<file path="config.mk">
export PLATFORM = sky130hd
export DESIGN_NAME = secded_pipe_ram
export DESIGN_NICKNAME = d
export VERILOG_FILES = /design/src/rtl/secded_ram_pkg.sv /design/src/rtl/secded_ram_store.sv /design/src/rtl/secded_ram_pipe.sv /design/src/rtl/secded_ram_decout.sv /design/src/rtl/secded_pipe_ram.sv
export SDC_FILE = /design/constraint.sdc
export NUM_CORES = 2
export LEC_CHECK = 0
export BUFFER_PORTS_ARGS = -buffer_cell sky130_fd_sc_hd__buf_2
export CORE_UTILIZATION = 56
export CTS_CLUSTER_DIAMETER = 100
export DETAILED_ROUTE_END_ITERATION = 7
export MAX_ROUTING_LAYER = met4
export PLACE_DENSITY = 0.76
export SETUP_SLACK_MARGIN = 0.4
export SYNTH_ARGS = -nofsm -noshare
export SYNTH_HDL_FRONTEND = slang
export SYNTH_SLANG_ARGS = --single-unit
</file>
<file path="constraint.sdc">
create_clock -name clk -period 8.15 [get_ports clk]
set_input_delay 2.0375 -clock clk [delete_from_list [all_inputs] [get_ports clk]]
set_output_delay 2.0375 -clock clk [all_outputs]
set_load 0.05 [all_outputs]
</file>
<file path="src/rtl/secded_ram_pkg.sv">
package secded_ram_pkg;

  localparam int DATA_W = 64;
  localparam int HAM_W  = 7;
  localparam int CODE_W = DATA_W + HAM_W + 1;

  typedef enum logic [1:0] {
    COLL_READ_FIRST  = 2'd0,
    COLL_WRITE_FIRST = 2'd1,
    COLL_NO_CHANGE   = 2'd2
  } coll_mode_e;

  typedef struct packed {
    logic [DATA_W-1:0] data;
    logic              sbe;
    logic              dbe;
  } dec_res_t;

  // True for codeword positions reserved for Hamming bits.
  function automatic logic is_ham_pos(int p);
    return (p & (p - 1)) == 0;
  endfunction

  // Place data bits, then compute Hamming and overall parity.
  function automatic logic [CODE_W-1:0] secded_encode(logic [DATA_W-1:0] d);
    logic [CODE_W-1:0] cw;
    int k;
    cw = '0;
    k  = 0;
    for (int p = 1; p < CODE_W; p++) begin
      if (!is_ham_pos(p)) begin
        cw[p] = d[k];
        k++;
      end
    end
    for (int b = 0; b < HAM_W; b++) begin
      logic acc;
      acc = 1'b0;
      for (int p = 1; p < CODE_W; p++) begin
        if (((p >> b) & 1) == 1 && !is_ham_pos(p)) acc ^= cw[p];
      end
      cw[1 << b] = acc;
    end
    cw[0] = ^cw[CODE_W-1:1];
    return cw;
  endfunction

  // XOR of positions of all set bits above bit 0.
  function automatic logic [HAM_W-1:0] secded_syndrome(logic [CODE_W-1:0] cw);
    logic [HAM_W-1:0] s;
    s = '0;
    for (int p = 1; p < CODE_W; p++) begin
      if (cw[p]) s ^= HAM_W'(p);
    end
    return s;
  endfunction

  function automatic logic [DATA_W-1:0] secded_extract(logic [CODE_W-1:0] cw);
    logic [DATA_W-1:0] d;
    int k;
    d = '0;
    k = 0;
    for (int p = 1; p < CODE_W; p++) begin
      if (!is_ham_pos(p)) begin
        d[k] = cw[p];
        k++;
      end
    end
    return d;
  endfunction

  function automatic dec_res_t secded_decode(logic [CODE_W-1:0] cw);
    dec_res_t r;
    logic [HAM_W-1:0] s;
    logic pm;
    logic [CODE_W-1:0] fixed;
    s     = secded_syndrome(cw);
    pm    = ^cw;
    fixed = cw;
    if (pm && s != '0 && int'(s) < CODE_W) fixed[s] = ~fixed[s];
    r.data = secded_extract(fixed);
    r.sbe  = pm;
    r.dbe  = !pm && (s != '0);
    return r;
  endfunction

endpackage

</file>
<file path="src/rtl/secded_ram_store.sv">
module secded_ram_store
  import secded_ram_pkg::*;
#(
  parameter int         DEPTH  = 16,
  parameter int         ADDR_W = $clog2(DEPTH),
  parameter coll_mode_e MODE   = COLL_READ_FIRST
) (
  input  logic              clk,
  input  logic              en,
  input  logic              we,
  input  logic [ADDR_W-1:0] addr,
  input  logic [CODE_W-1:0] wcode,
  input  logic              rst_latch,
  output logic [CODE_W-1:0] rcode
);

  logic [CODE_W-1:0] mem_q [DEPTH];
  logic [CODE_W-1:0] latch_q;
  logic              wr_fire;
  logic              rd_fire;

  assign wr_fire = en && we;
  assign rd_fire = en && !we;

  always_ff @(posedge clk) begin
    if (wr_fire) mem_q[addr] <= wcode;
  end

  always_ff @(posedge clk) begin
    if (rst_latch) begin
      latch_q <= '0;
    end else if (rd_fire) begin
      latch_q <= mem_q[addr];
    end else if (wr_fire) begin
      case (MODE)
        COLL_READ_FIRST:  latch_q <= mem_q[addr];
        COLL_WRITE_FIRST: latch_q <= wcode;
        default:          latch_q <= latch_q;
      endcase
    end
  end

  assign rcode = latch_q;

  // latch reset lands on zero
  a_r9_latch_clear: assert property (@(posedge clk) disable iff (1'b0)
    rst_latch |=> (rcode == '0));

  // idle cycles keep the latch
  a_r11_idle_hold: assert property (@(posedge clk) disable iff (rst_latch)
    !en |=> $stable(rcode));

  generate
    if (MODE == COLL_NO_CHANGE) begin : g_nc_chk
      // no-change mode leaves latch on a write
      a_r4_nc_hold: assert property (@(posedge clk) disable iff (rst_latch)
        wr_fire |=> $stable(rcode));
    end else if (MODE == COLL_WRITE_FIRST) begin : g_wf_chk
      // write-through presents the new codeword
      a_r3_write_through: assert property (@(posedge clk) disable iff (rst_latch)
        wr_fire |=> (rcode == $past(wcode)));
    end
  endgenerate

endmodule

</file>
<file path="src/rtl/secded_ram_pipe.sv">
module secded_ram_pipe
  import secded_ram_pkg::*;
#(
  parameter bit PIPE_EN = 1'b1
) (
  input  logic              clk,
  input  logic              ce,
  input  logic [CODE_W-1:0] d,
  output logic [CODE_W-1:0] q
);

  generate
    if (PIPE_EN) begin : g_pipe
      logic [CODE_W-1:0] pipe_q;
      always_ff @(posedge clk) begin
        if (ce) pipe_q <= d;
      end
      assign q = pipe_q;

      // stage follows its enable only
      a_r7_pipe_hold: assert property (@(posedge clk) disable iff (1'b0)
        !ce |=> $stable(q));
    end else begin : g_bypass
      logic unused_ce;
      assign unused_ce = ce;
      assign q = d;
    end
  endgenerate

endmodule

</file>
<file path="src/rtl/secded_ram_decout.sv">
module secded_ram_decout
  import secded_ram_pkg::*;
#(
  parameter bit OUT_REG = 1'b1
) (
  input  logic              clk,
  input  logic              rst_out,
  input  logic [CODE_W-1:0] code,
  output logic [DATA_W-1:0] rdata,
  output logic              err_single,
  output logic              err_double
);

  dec_res_t dec_now;
  dec_res_t out_res;

  assign dec_now = secded_decode(code);

  generate
    if (OUT_REG) begin : g_oreg
      dec_res_t oreg_q;
      always_ff @(posedge clk) begin
        if (rst_out) oreg_q <= '0;
        else         oreg_q <= dec_now;
      end
      assign out_res = oreg_q;

      // output stage clears data and flags
      a_r10_out_clear: assert property (@(posedge clk) disable iff (1'b0)
        rst_out |=> (out_res == '0));
    end else begin : g_comb
      logic unused_rst;
      assign unused_rst = rst_out;
      assign out_res = dec_now;
    end
  endgenerate

  assign rdata      = out_res.data;
  assign err_single = out_res.sbe;
  assign err_double = out_res.dbe;

  // single and double flags exclusive
  a_r6_flags_excl: assert property (@(posedge clk) disable iff (rst_out)
    $onehot0({err_single, err_double}));

endmodule

</file>
<file path="src/rtl/secded_pipe_ram.sv">
module secded_pipe_ram
  import secded_ram_pkg::*;
#(
  parameter int         DEPTH   = 16,
  parameter bit         PIPE_EN = 1'b1,
  parameter bit         OUT_REG = 1'b1,
  parameter coll_mode_e MODE    = COLL_READ_FIRST,
  localparam int        ADDR_W  = $clog2(DEPTH)
) (
  input  logic              clk,
  input  logic              en,
  input  logic              we,
  input  logic [ADDR_W-1:0] addr,
  input  logic [63:0]       wdata,
  input  logic              pipe_ce,
  input  logic              rst_latch,
  input  logic              rst_out,
  output logic [63:0]       rdata,
  output logic              err_single,
  output logic              err_double
);

  logic [CODE_W-1:0] wr_code;
  logic [CODE_W-1:0] arr_code;
  logic [CODE_W-1:0] dec_in_code;

  assign wr_code = secded_encode(wdata);

  secded_ram_store #(
    .DEPTH (DEPTH),
    .ADDR_W(ADDR_W),
    .MODE  (MODE)
  ) u_store (
    .clk      (clk),
    .en       (en),
    .we       (we),
    .addr     (addr),
    .wcode    (wr_code),
    .rst_latch(rst_latch),
    .rcode    (arr_code)
  );

  secded_ram_pipe #(
    .PIPE_EN(PIPE_EN)
  ) u_pipe (
    .clk(clk),
    .ce (pipe_ce),
    .d  (arr_code),
    .q  (dec_in_code)
  );

  secded_ram_decout #(
    .OUT_REG(OUT_REG)
  ) u_decout (
    .clk       (clk),
    .rst_out   (rst_out),
    .code      (dec_in_code),
    .rdata     (rdata),
    .err_single(err_single),
    .err_double(err_double)
  );

  generate
    if (PIPE_EN) begin : g_pipe_chk
      // neither reset reaches the pipeline stage
      a_r8_pipe_no_reset: assert property (@(posedge clk) disable iff (1'b0)
        ((rst_latch || rst_out) && !pipe_ce) |=> $stable(dec_in_code));
    end
  endgenerate

endmodule

</file>
==> impl_metrics.yaml <==
run_status:
  run_status: "finished, final reports clean"
pwr:
  switching_share: 0.316
  switching_power_mw: 6.19
  power_density_nw_per_um2: 323
  max-vdd-ir-drop_v: 0.000334
  internal_power_mw: 13.4
  combinational_power_share: 0.258
  seq_power_share: 0.429
  p_leak_nw: 19.5
  design_power_total_mw: 19.6
  power.clock.fraction: 0.314
placement:
  dpl_cell_area_um2: 56200
  weighted_congestion_reported_at_the_end_of_routability_driven_placement: 0.912
  hpwlAfterDp_mm: 71.6
  numPortBuffers: 139
logic_synthesis:
  netlist_area_um2: 53900
  synth-async-reset-ratio: 0
  synth.most_common_cell: "edfxtp_1"
  synth.yosys.seq_area_share: 0.733
  synth.top_cells.by_area: "edfxtp_1, mux4_2, dfxtp_1"
  seq_cells_post_synth: 1362
  synth_commonest_cells: "edfxtp_1, mux4_2, xnor2_1"
  synth-edff-count: 1224
  synth_area_per_cell_um2: 20.6
  netlist-cell-type-count: 65
  ys.flop_type: "edfxtp_1"
  yosys.area.top_type: "edfxtp_1"
  synthDominantCellAreaShare: 0.682
  synth.yosys.warnings: 0
  syn-instance-count: 2613
  mappedNetlistNets: 2687
grt:
  wire_length_of_the_first_global_routing_pass_mm: 189
  grt_start_max_net_pins: 168
  initial_antenna_violation_count: 16
  grt_pass1_vias: 27122
  grt_usage: 0.280
  global_route.overflow_total: 0
route:
  drt.antenna.violating_nets: 0
  routed_wire_length_per_instance_um: 31.2
  drc: 0
  via_per_inst: 6.49
  finalWirelength_mm: 130
  drt-initial-drc-count: 3601
  drt_pass1_iterations: 7
  via_count: 27088
cts:
  cts.hold.buffers_added: 0
  post_cts.repair.setup_buffers: 0
  clock_tree_sinks: 1362
  clock_path_buffers: 3
  cts_tree: "done"
  cts.clk_slew.worst_paths_ns: 0.06
  clk_latency_ns: 0.74
  clock_tree.htree_level_count: 4
  postCtsResizedCells: 0
  tritoncts.num_buffers: 134
  cts_root_buffer: "clkbuf_16"
min_path:
  hold_class: "flop to flop"
timing:
  finalHoldViolCount: 0
  setup_total_negative_slack_ns: 0
  final_min_period_over_clock_period: 0.664
  fin_skew_ns: 0.0292
  final_max_slew_violation_count: 0
  tightestPinTransition_ns: 1.29
  timing.final.setup_violations: 0
  slew-limit-headroom: 0.132
  rsz0062_at_grt: "false"
  maxClockFrequency_mhz: 185
  fin_crit_ns: 5.41
  timing.hold.ws_ns: 0.431
final_layout:
  final_core_utilization: 0.637
  fraction_of_layout_cells_with_a_size_suffix_above_1: 0.271
  syn_to_final_growth_pct: 12.4
  fin_nets: 2867
  total_of_fill_cells_in_the_finished_design: 6051
  post-route-cell-area_um2: 60600
  total_area_of_multi_input_combinational_cells_um2: 13900
  final-seq-area_um2: 39500
critical_path:
  worst-endpoint-required_ns: 8.52
  setup.worst_path.end_class: "flop"
  r2r_setup_slack_ns: 3.27
  path_max_fanout: 18
  critPathKind: "input port to flop"
  crit_arrival_ns: 5.78
  crit_path_start_kind: "input port"
floorplan:
  ioPinCount: 140
  start_util: 0.567
  die-area_um2: 97500
  core_region_area_um2: 95200
  dieWidth_um: 312
  die_h_um: 312
  placement_rows: 113
job:
  drv_cap: 0
[worst max-delay path: stages]
cell     delay (ns)
buf_2          0.29
xnor2_1        0.23
xnor2_1        0.15
xnor2_1        0.65
xnor2_1        0.21
xnor2_1        0.18
xnor2_1        0.94
xnor2_1        0.20
xnor2_1        0.88
[layer usage]
layer,global-route usage,routed length [um],share of wire,vias to the layer above
met5,-,0,0,-
met4,0.0971,4110,0.032,0
met3,0.0643,13000,0.099,242
met2,0.433,63900,0.49,1682
met1,0.369,49400,0.38,14087
li1,-,-,-,11077
[metrics by stage]
step | cells | setup slack [ns]
final | 4175 | 2.74
after global routing | 4173 | 2.63
after CTS | 4164 | 2.90
after detailed placement | 3922 | 2.21
after global placement | 3922 | 2.48
after floorplan | 2613 | 1.44
[kinds of logic (layout without fill, tap and decap cells)]
kind of cell	after synthesis	after routing	synth area share
muxes	436	436	0.165
other	0	11	0
xor gates and xnor gates	265	265	0.0477
buffers and inverters	141	427	0.0112
AOI/OAI and AO/OA	185	185	0.0247
DFF	1362	1362	0.733
and+or+nand+nor	224	224	0.0188
[final timing paths]
kind,cells past startpoint,startpoint,endpoint
max,9,wdata[52],u_store.mem_q[8][0]$_DFFE_PP_
min,0,u_store.rcode[64]$_SDFFE_PP0P_,u_pipe.q[64]$_DFFE_PP_
max reg2reg,9,u_pipe.q[30]$_DFFE_PP_,u_decout.rdata[44]$_SDFF_PP0_
min reg2reg,0,u_store.rcode[64]$_SDFFE_PP0P_,u_pipe.q[64]$_DFFE_PP_
[flip-flops by register name (all words and copies together) (netlist names)]
signal	flops
u_store.mem_q	1152
u_decout.err_double	1
u_decout.rdata	64
u_pipe.q	72
u_store.rcode	72
u_decout.err_single	1
[cells in the final DEF (no fill, tap or decap), types with 37 or more instances in the layout]
cell type	synthesis	final
a311oi_1	40	40
buf_2	12	133
clkbuf_16	0	138
mux4_2	360	360
xnor2_1	214	213
nor2_1	121	109
mux2i_1	76	76
nand2_1	38	38
dfxtp_1	138	138
edfxtp_1	1224	1224
buf_4	4	37
a21oi_1	68	68
[power by group through the flow]
| stage | sequential, mW | clock, mW | combinational (mW) |
|---|---|---|---|
| finish | 8.39 | 6.14 | 5.04 |
| global route | 8.40 | 6.46 | 5.31 |
| CTS | 8.39 | 6.20 | 4.96 |
| detailed placement | 8.53 | 0 | 4.94 |
| global placement | 8.52 | 0 | 4.83 |
| floorplan | 8.62 | 0 | 3.61 |
[layout make-up]
cell class | count | share of cell area
Timing Repair Buffer | 183 | 0.0195
Multi-Input combinational cell | 1110 | 0.230
Sequential cell | 1362 | 0.652
Tap cell | 1265 | 0.0261
Antenna cell | 11 | 0.000454
Inverter | 2 | 0.000124
Clock inverter | 61 | 0.0109
Clock buffer | 181 | 0.0610
Note: power is estimated with default switching activity, not from simulation.
